--- src/rtl/rxq_pkg.sv ---
package rxq_pkg;
   // Index of each interrupt flag in the flag vector of the top module.
   typedef enum logic [1:0] {
      FLG_WARN = 2'd0,
      FLG_OVF  = 2'd1
   } rxq_flag_e;

   localparam int unsigned NUM_STICKY = 2;

   // Bits needed for an occupancy counter that can reach 'depth'.
   function automatic int unsigned occ_bits(input int unsigned depth);
      return $clog2(depth + 1);
   endfunction

   // Bits needed for a slot pointer over 'depth' slots.
   function automatic int unsigned ptr_bits(input int unsigned depth);
      return (depth < 2) ? 1 : $clog2(depth);
   endfunction
endpackage

--- src/rtl/rxq_store.sv ---
module rxq_store
   import rxq_pkg::*;
#(
   parameter int unsigned W     = 16,
   parameter int unsigned DEPTH = 6
) (
   input  logic                         clk,
   input  logic                         rst,
   input  logic                         push,
   input  logic                         pop,
   input  logic [W-1:0]                 wdata,
   output logic [W-1:0]                 head,
   output logic [occ_bits(DEPTH)-1:0]   count
);
   localparam int unsigned CW   = occ_bits(DEPTH);
   localparam int unsigned PW   = ptr_bits(DEPTH);
   localparam logic [PW-1:0] LAST = PW'(DEPTH - 1);

   initial begin
      if (DEPTH < 2) $error("rxq_store: DEPTH must be at least 2");
      if (W < 1)     $error("rxq_store: W must be positive");
   end

   logic [PW-1:0] wptr, rptr;
   logic [W-1:0]  slot [DEPTH];

   // One register group per slot, written only when the tail points at it.
   for (genvar i = 0; i < DEPTH; i++) begin : g_slot
      always_ff @(posedge clk) begin
         if (push && (wptr == PW'(i))) begin
            slot[i] <= wdata;
         end
      end
   end

   always_ff @(posedge clk) begin
      if (rst) begin
         wptr  <= '0;
         rptr  <= '0;
         count <= '0;
      end else begin
         if (push) wptr <= (wptr == LAST) ? '0 : wptr + 1'b1;
         if (pop)  rptr <= (rptr == LAST) ? '0 : rptr + 1'b1;
         case ({push, pop})
            2'b10:   count <= count + 1'b1;
            2'b01:   count <= count - 1'b1;
            default: count <= count;
         endcase
      end
   end

   always_comb begin
      head = slot[0];
      for (int j = 1; j < DEPTH; j++) begin
         if (rptr == PW'(j)) head = slot[j];
      end
   end

   p_count_bound_r7: assert property (@(posedge clk) disable iff (rst)
      count <= CW'(DEPTH))
      else $error("store count above depth");

   p_pop_nonempty_r6: assert property (@(posedge clk) disable iff (rst)
      pop |-> (count != '0))
      else $error("pop issued on empty store");

   p_push_room_r8: assert property (@(posedge clk) disable iff (rst)
      (push && !pop) |-> (count < CW'(DEPTH)))
      else $error("push issued on full store without pop");
endmodule

--- src/rtl/rxq_admit.sv ---
module rxq_admit
   import rxq_pkg::*;
#(
   parameter int unsigned DEPTH    = 6,
   parameter int unsigned WARN_LVL = 5
) (
   input  logic                       clk,
   input  logic                       rst,
   input  logic                       in_vld,
   input  logic                       clr_avail,
   input  logic [occ_bits(DEPTH)-1:0] count,
   output logic                       push_acc,
   output logic                       pop_acc,
   output logic                       warn_evt,
   output logic                       ovf_evt
);
   localparam int unsigned CW = occ_bits(DEPTH);

   initial begin
      if (WARN_LVL < 1 || WARN_LVL > DEPTH)
         $error("rxq_admit: WARN_LVL must lie in 1..DEPTH");
   end

   logic full, empty;

   always_comb begin
      full     = (count == CW'(DEPTH));
      empty    = (count == '0);
      pop_acc  = clr_avail && !empty;
      push_acc = in_vld && (!full || pop_acc);
      ovf_evt  = in_vld && full && !pop_acc;
      warn_evt = push_acc && !pop_acc && (count == CW'(WARN_LVL - 1));
   end

   p_full_swap_r11: assert property (@(posedge clk) disable iff (rst)
      (in_vld && clr_avail && full) |=> (count == CW'(DEPTH)))
      else $error("swap on full store lost a slot");

   p_empty_clear_r6: assert property (@(posedge clk) disable iff (rst)
      (clr_avail && !in_vld && empty) |=> (count == '0))
      else $error("clear on empty store changed count");

   p_pop_step_r5: assert property (@(posedge clk) disable iff (rst)
      (pop_acc && !push_acc) |=> (count == $past(count) - 1'b1))
      else $error("pop did not lower count by one");
endmodule

--- src/rtl/rxq_flag.sv ---
module rxq_flag (
   input  logic clk,
   input  logic rst,
   input  logic set_evt,
   input  logic clr,
   output logic flag
);
   // A set event wins over a write-one-to-clear in the same cycle.
   always_ff @(posedge clk) begin
      if (rst)          flag <= 1'b0;
      else if (set_evt) flag <= 1'b1;
      else if (clr)     flag <= 1'b0;
   end

   p_set_wins_r12: assert property (@(posedge clk) disable iff (rst)
      set_evt |=> flag)
      else $error("flag not set after event");

   p_sticky_r10: assert property (@(posedge clk) disable iff (rst)
      (flag && !clr) |=> flag)
      else $error("sticky flag dropped without clear");
endmodule

--- src/rtl/rx_frame_queue.sv ---
module rx_frame_queue
   import rxq_pkg::*;
#(
   parameter int unsigned ID_W     = 29,
   parameter int unsigned CTRL_W   = 16,
   parameter int unsigned DATA_W   = 64,
   parameter int unsigned DEPTH    = 6,
   parameter int unsigned WARN_LVL = 5
) (
   input  logic              clk,
   input  logic              rst,
   input  logic              in_vld,
   input  logic [ID_W-1:0]   in_id,
   input  logic [CTRL_W-1:0] in_ctrl,
   input  logic [DATA_W-1:0] in_data,
   input  logic              clr_avail,
   input  logic              clr_warn,
   input  logic              clr_ovf,
   output logic [ID_W-1:0]   win_id,
   output logic [CTRL_W-1:0] win_ctrl,
   output logic [DATA_W-1:0] win_data,
   output logic              irq_avail,
   output logic              irq_warn,
   output logic              irq_ovf
);
   localparam int unsigned FW = ID_W + CTRL_W + DATA_W;
   localparam int unsigned CW = occ_bits(DEPTH);

   initial begin
      if (ID_W < 1 || CTRL_W < 1 || DATA_W < 1)
         $error("rx_frame_queue: field widths must be positive");
   end

   logic [FW-1:0] in_frame, head_frame;
   logic [CW-1:0] count;
   logic          push_acc, pop_acc, warn_evt, ovf_evt;
   logic [NUM_STICKY-1:0] set_vec, clr_vec, flag_vec;

   assign in_frame = {in_id, in_ctrl, in_data};
   assign {win_id, win_ctrl, win_data} = head_frame;

   rxq_admit #(.DEPTH(DEPTH), .WARN_LVL(WARN_LVL)) u_admit (
      .clk       (clk),
      .rst       (rst),
      .in_vld    (in_vld),
      .clr_avail (clr_avail),
      .count     (count),
      .push_acc  (push_acc),
      .pop_acc   (pop_acc),
      .warn_evt  (warn_evt),
      .ovf_evt   (ovf_evt)
   );

   rxq_store #(.W(FW), .DEPTH(DEPTH)) u_store (
      .clk   (clk),
      .rst   (rst),
      .push  (push_acc),
      .pop   (pop_acc),
      .wdata (in_frame),
      .head  (head_frame),
      .count (count)
   );

   assign set_vec[FLG_WARN] = warn_evt;
   assign set_vec[FLG_OVF]  = ovf_evt;
   assign clr_vec[FLG_WARN] = clr_warn;
   assign clr_vec[FLG_OVF]  = clr_ovf;

   for (genvar f = 0; f < NUM_STICKY; f++) begin : g_flag
      rxq_flag u_flag (
         .clk     (clk),
         .rst     (rst),
         .set_evt (set_vec[f]),
         .clr     (clr_vec[f]),
         .flag    (flag_vec[f])
      );
   end

   assign irq_warn  = flag_vec[FLG_WARN];
   assign irq_ovf   = flag_vec[FLG_OVF];
   assign irq_avail = (count != '0);

   p_avail_rise_r4: assert property (@(posedge clk) disable iff (rst)
      (in_vld && !irq_avail) |=> irq_avail)
      else $error("available irq missing after first frame");

   p_head_hold_r3: assert property (@(posedge clk) disable iff (rst)
      (irq_avail && !clr_avail) |=> $stable(head_frame))
      else $error("head window changed without pop");

   p_ovf_raise_r7: assert property (@(posedge clk) disable iff (rst)
      ovf_evt |=> irq_ovf)
      else $error("overflow not raised for refused frame");

   p_warn_raise_r9: assert property (@(posedge clk) disable iff (rst)
      warn_evt |=> irq_warn)
      else $error("warning not raised at fill level");

   p_reset_clean_r1: assert property (@(posedge clk)
      rst |=> (!irq_avail && !irq_warn && !irq_ovf))
      else $error("flags not clear after reset");
endmodule

--- config.mk ---
export PLATFORM = sky130hd
export DESIGN_NAME = rx_frame_queue
export DESIGN_NICKNAME = d
export VERILOG_FILES = /design/src/rtl/rxq_pkg.sv /design/src/rtl/rxq_store.sv /design/src/rtl/rxq_admit.sv /design/src/rtl/rxq_flag.sv /design/src/rtl/rx_frame_queue.sv
export SDC_FILE = /design/constraint.sdc
export NUM_CORES = 1
export LEC_CHECK = 0
export CAP_MARGIN = 15
export CORE_UTILIZATION = 30
export CTS_CLUSTER_SIZE = 10
export DETAILED_ROUTE_END_ITERATION = 8
export DONT_BUFFER_PORTS = 1
export GPL_ROUTABILITY_DRIVEN = 0
export SLEW_MARGIN = 5
export SYNTH_ARGS = -nofsm -noshare
export SYNTH_HDL_FRONTEND = slang
export SYNTH_SLANG_ARGS = --single-unit
--- constraint.sdc ---
create_clock -name clk -period 12.1 [get_ports clk]
set_clock_uncertainty 0.05 [all_clocks]
set_input_delay 0.605 -clock clk [delete_from_list [all_inputs] [get_ports clk]]
set_output_delay 0.605 -clock clk [all_outputs]
set_load 0.02 [all_outputs]
==> flow_summary_export.csv, run 1 <==
group,metric,value,unit
outcome,outcome,"completed",
logic_synthesis,synth_top_cells_by_count,"edfxtp_1 (654), o21ai_0 (178), nor2_1 (117)",
logic_synthesis,synth_most_common_cell,"edfxtp_1",
floorplan,dieWidth,303,µm
timing,worst_slew_pin_slew,1.07,ns
critical_path,cp.arrival,4.64,ns
timing,period_share,43.8,%
logic_synthesis,syn_area_per_cell,14.2,µm²
timing,finalMaxSlewViolations,0,
cts,clkSlewWorstSetupHoldPaths,0.06,ns
placed_design,pre_cts_ws,7.43,ns
logic_synthesis,synth_cells,1923,
logic_synthesis,synth_edf_count,654,
power_and_ir_drop,finalPower,6.24,mW
timing,rsz0062_at_grt,"no",
placed_design,placed_area,28400,µm²
logic_synthesis,synth_top_area_cell,"edfxtp_1",
floorplan,dieArea,92100,µm²
logic_synthesis,synth_seq_cells,665,
power_and_ir_drop,power.density,196,nW/µm²
logic_synthesis,synth_area_leaders,"edfxtp_1 (72%), o21ai_0 (3.3%), a221o_1 (2.2%)",
logic_synthesis,dominantRegCellSynth,"edfxtp_1",
timing,setup_viol,0,
routing,routedWlPerCell,24.2,µm
timing,period_minus_slack,5.30,ns
layout,fin_nets,2113,
layout,post-route-util,35.4,%
logic_synthesis,synth_top_area_share,72.0,%
floorplan,rows,110,
critical_path,reg2reg_to,"u_store.slot[4][14]",
floorplan,pin_count,227,
grt,grt_max_degree,88,
timing,finalSetupTns,0,ns
routing,dr.pass1.iters,6,
critical_path,end_kind,"output pin",
critical_path,critPathKind,"reg -> out",
timing,setup_ws,6.80,ns
floorplan,fp.coreArea,90000,µm²
logic_synthesis,ys_async_sr_fraction,0,%
logic_synthesis,synth_fp_nets,2043,
placed_design,io_buffer_count,0,
logic_synthesis,ys_seq_area_share,72.9,%
grt,overflow,0,
layout,design_area,31800,µm²
timing,hold_viol,0,
run,max_cap_violations,0,
cts,cts_resized,0,
routing,initialDrtViolationCount,1507,
critical_path,worstPathMaxFanout,82,
layout,synthToLayoutAreaGrowth,16.8,%
cts,postCtsSetupBuffers,0,
grt,grt_pass1_wl,112,mm
cts,root_buffer,"clkbuf_16",
worst_hold_path,hold_depth,1,
routing,vias,17200,
worst_hold_path,min_to,"u_store.wptr[1]",
layout,drive_gt1_share,7.43,%
timing,maxSlewHeadroom,28.5,%
worst_hold_path,hold_path_class,"in -> reg",
cts,clockBufferDepth,3,
critical_path,rr_worst_depth,5,
routing,vias_per_cell,5.39,
cts,clock_sinks,665,
routing,wl,77.5,mm
logic_synthesis,synth.lib_cells_used.distinct,40,
floorplan,die_h,303,µm
power_and_ir_drop,vdd_ir_drop_max,0.156,mV
cts,cts.htree.levels,3,
timing,max_freq,189,MHz
critical_path,cp.required,11.44,ns
routing,drcViolationCount,0,
logic_synthesis,ys.warnings.count,0,
critical_path,reg2reg_from,"u_store.count[0]",
cts,clk_latency,0.63,ns
routing,ant_nets,0,
cts,cts_buffers,80,
critical_path,r2r_slack,8.81,ns
cts,cts_tree,"built",
grt,grtUsageTotal,16.4,%
layout,fillCellCount,8583,
placed_design,dp_hpwl,39.6,mm
floorplan,start_util,30.3,%
logic_synthesis,syn-cell-area,27300,µm²
power_and_ir_drop,p_leak,9.66,nW
critical_path,critPathLaunchType,"register",
grt,antenna_found_initial,8,
grt,grt_pass1_vias,17400,
worst_hold_path,min-delay-start,"rst",
==> worst max path at each step <==
stage                                from                  to  slack, ns  cells after the start
after floorplan                 clr_avail  u_store.slot[0][0]       -0.1                      3
after global placement    u_store.rptr[1]         win_data[2]       7.53                      5
after detailed placement  u_store.rptr[1]         win_data[2]       7.43                      5
after CTS                 u_store.rptr[1]         win_data[2]       6.71                      5
after global routing      u_store.rptr[1]         win_data[2]       6.56                      5
final                     u_store.rptr[1]         win_data[2]       6.80                      5
==> cell type report <==
| cell class | count | area (µm²) | share of cell area [%] |
|---|---|---|---|
| clock buffer | 96 | 2170 | 6.81 |
| multi-input combinational | 1087 | 6760 | 21.2 |
| inverter | 12 | 47.5 | 0.149 |
| tap | 1176 | 1470 | 4.62 |
| antenna | 5 | 12.5 | 0.0393 |
| sequential | 665 | 19900 | 62.4 |
| clock inverter | 12 | 145 | 0.456 |
| timing repair buffer | 147 | 1380 | 4.32 |
==> power breakdown <==
part	switching, mW	internal [mW]	total, mW
Combinational	0.973	0.397	1.37
Sequential	0.0670	2.62	2.69
Clock	0.870	1.31	2.18
Total	1.91	4.33	6.24
==> sequential cells by signal, indices dropped and copies added (netlist names) <==
signal and flops:
g_flag.u_flag.flag 2, u_store.count 3, u_store.rptr 3, u_store.slot 654
u_store.wptr 3
==> kinds of logic after synthesis <==
family / synth area share (%)
muxes: 2.17
AOI/OAI and AO/OA: 14.6
xor gates and xnor gates: 0.0964
DFF: 72.9
and+or+nand+nor: 7.36
buffers and inverters: 2.66
adders and majority gates: 0.257
==> metal layers <==
layer / global-route usage (%) / routed length (µm) / up-vias
met5: 0 / 62 / -
met4: 5.44 / 1890 / 8
met3: 4.19 / 5520 / 140
met2: 28.7 / 39000 / 680
met1: 19.7 / 31100 / 8739
li1: - / - / 7674
==> what timing repair did <==
item,4_1_cts,5_1_grt
hold buffers,110,0
hold endpoints to repair,664,0
endpoints found under the setup margin,0,0
==> placed cells by master, fill, tap and decap left out, types with 2 or more instances in the layout <==
master / count
a21o_1: 50
a21oi_1: 115
a221o_1: 59
a31oi_1: 51
buf_4: 36
bufinv_16: 3
clkbuf_1: 11
clkbuf_16: 85
clkinv_1: 3
clkinv_2: 2
dfxtp_1: 9
dfxtp_4: 2
diode_2: 5
dlygate4sd3_1: 110
edfxtp_1: 654
ha_1: 3
inv_1: 9
inv_2: 2
inv_6: 3
mux2i_1: 59
nand2_1: 114
nand2b_1: 50
nand2b_4: 2
nor2_1: 117
nor2b_1: 2
nor3b_1: 50
nor4_2: 3
o211ai_1: 50
o21ai_0: 178
o22ai_1: 60
o32ai_1: 50
or3_1: 54
xor2_1: 3
==> worst max-delay path, stage by stage (launching register included) <==
cell,delay (ns)
dfxtp_4,0.64
buf_4,0.88
nand2b_4,0.71
and2_2,0.54
buf_4,0.61
a221o_1,0.57
==> through the flow <==
stage	hold WS, ns	instances
6_report	0.0863	3200
5_1_grt	0.0449	3199
4_1_cts	0.0233	3194
3_5_place_dp	0.467	2976
3_3_place_gp	0.455	2976
2_1_floorplan	0.442	1923
Note: power is estimated with default switching activity, not from simulation.
==> run 2: changes to the inputs <==
==> constraint.sdc (replaced) <==
create_clock -name clk -period 5.2 [get_ports clk]
set_clock_uncertainty 0.05 [all_clocks]
set_input_delay 0.26 -clock clk [delete_from_list [all_inputs] [get_ports clk]]
set_output_delay 0.26 -clock clk [all_outputs]
set_load 0.02 [all_outputs]
==> flow_summary_export.csv, run 2 (synthesized netlist as in run 1, its figures left out) <==
group,metric,value,unit
routing,drcViolationCount,0,
grt,overflow,0,
routing,routedWlPerCell,23.4,µm
grt,antenna_found_initial,7,
cts,postCtsSetupBuffers,0,
power_and_ir_drop,p_clk_share,35.0,%
cts,clock_sinks,665,
cts,cts_tree,"built",
layout,largest_reg_flops,654,
placed_design,dp_hpwl,38.3,mm
routing,wl_met1,30.0,mm
timing,hold_viol,0,
critical_path,end_kind,"output pin",
cts,cts.htree.levels,3,
run,max_cap_violations,0,
routing,route.met2.wl,37.9,mm
power_and_ir_drop,vdd_ir_drop_max,0.363,mV
critical_path,crit_chain,"buf_4 > nand2b_4 > buf_12 > nor3b_1 > a31oi_1 > o211ai_1",
cts,hold_buffers,116,
placed_design,io_buffer_count,0,
floorplan,dieArea,92100,µm²
cts,cts_resized,0,
critical_path,critPathKind,"reg -> out",
cts,root_buffer,"clkbuf_16",
floorplan,die_h,303,µm
critical_path,r2r_slack,2.23,ns
grt,grt_pass1_vias,17400,
cts,clk_latency,0.64,ns
routing,ant_nets,0,
power_and_ir_drop,comb_power_share,22.0,%
grt,grtUsageTotal,15.9,%
timing,rsz0062_at_grt,"no",
timing,setup_viol,0,
worst_hold_path,hold_path_class,"in -> reg",
routing,vias,17200,
cts,cts_buffers,80,
layout,final_common_cell,"edfxtp_1",
critical_path,critPathLaunchType,"register",
critical_path,max_stage_delay,0.78,ns
routing,vias_per_cell,5.36,
cts,clockBufferDepth,3,
layout,synthToLayoutAreaGrowth,17.7,%
critical_path,worstPathMaxFanout,159,
routing,initialDrtViolationCount,1588,
floorplan,pin_count,227,
timing,whs,0.103,ns
routing,wl,75.3,mm
power_and_ir_drop,p_leak,9.70,nW
layout,drive_gt1_share,7.24,%
critical_path,cp.arrival,3.85,ns
placed_design,place_inst,2973,
power_and_ir_drop,finalPower,14.6,mW
critical_path,crit_slowest_cell,"dfxtp_4",
routing,wl_met3,5.75,mm
power_and_ir_drop,swShare,31.4,%
critical_path,crit_family,"buffers and inverters",
critical_path,path_buf_inv,2,
power_and_ir_drop,power.internal,9.99,mW
layout,largest_register,"u_store.slot",
layout,fin_cells,3212,
timing,period_share,79.9,%
routing,dr.pass1.iters,5,
power_and_ir_drop,seqPwrFrac,43.0,%
critical_path,cp.required,4.89,ns
timing,maxSlewHeadroom,23.4,%
timing,max_freq,241,MHz
timing,finalMaxSlewViolations,0,
grt,grt_max_degree,160,
power_and_ir_drop,power.density,454,nW/µm²
layout,fin_nets,2115,
timing,period_minus_slack,4.16,ns
floorplan,rows,110,
floorplan,start_util,30.3,%
timing,finalSetupTns,0,ns
grt,grt_pass1_wl,110,mm
layout,final_cell_mix,"edfxtp_1 (654), o21ai_0 (178), nor2_1 (117)",
floorplan,dieWidth,303,µm
outcome,outcome,"completed",
routing,dr.max_layer_used,"met5",
power_and_ir_drop,p_sw,4.57,mW
floorplan,fp.coreArea,90000,µm²
cts,clkSlewWorstSetupHoldPaths,0.05,ns
timing,worst_slew_pin_slew,1.15,ns
[run 2: cell count changes in the layout (fill, tap and decap cells not counted), sizes merged]
| cell | change |
|---|---|
| dlygate4sd3 | +6 |
| clkinv | +2 |
| bufinv | -1 |
| diode | +1 |
| buf | -4 |
| clkbuf | +7 |
| clkinvlp | +1 |
[run 2: tightest hold or removal path, delay by kind of cell]
kind,cells,cell delay [ns]
simple gates,1,0.22
compound gates,2,0.27
[run 2: power groups by stage]
stage / Sequential, mW / Clock, mW / Combinational [mW]
finish: 6.26 / 5.10 / 3.20
global placement: 6.36 / 0 / 3.05
CTS: 6.26 / 5.23 / 3.23
global route: 6.28 / 5.43 / 3.43
detailed placement: 6.37 / 0 / 3.09
floorplan: 6.30 / 0 / 2.39
[run 2: final cells by class]
class                      count  area [µm²]
fill                        8554       57900
sequential                   665       19900
multi-input combinational   1087        6800
clock buffer                 103        2100
timing repair buffer         149        1510
tap                         1176        1470
clock inverter                14         270
inverter                      12        47.5
antenna                        6        15.0
[run 2: final timing paths]
check                        start                  end  cells after the start
setup reg to reg  u_store.count[0]  u_store.slot[4][10]                      5
hold reg to reg   u_store.count[2]     u_store.count[2]                      2
setup / recovery   u_store.rptr[1]         win_data[49]                      6
hold / removal           clr_avail      u_store.wptr[1]                      3
[run 2: per-layer routing]
| layer | track usage [%] | up-vias |
|---|---|---|
| met3 | 4.03 | 113 |
| met2 | 27.5 | 651 |
| met4 | 5.49 | 4 |
| li1 | - | 7672 |
| met5 | 0 | - |
| met1 | 19.2 | 8777 |
[run 2: per-stage QoR]
step	instance area [µm²]	utilization, %	setup slack (ns)
2_1_floorplan	27300	-	-2.25
3_3_place_gp	28500	31.7	1.75
3_5_place_dp	28500	31.7	1.72
4_1_cts	32100	35.6	0.974
5_1_grt	32100	35.6	0.805
6_report	32100	35.6	1.04
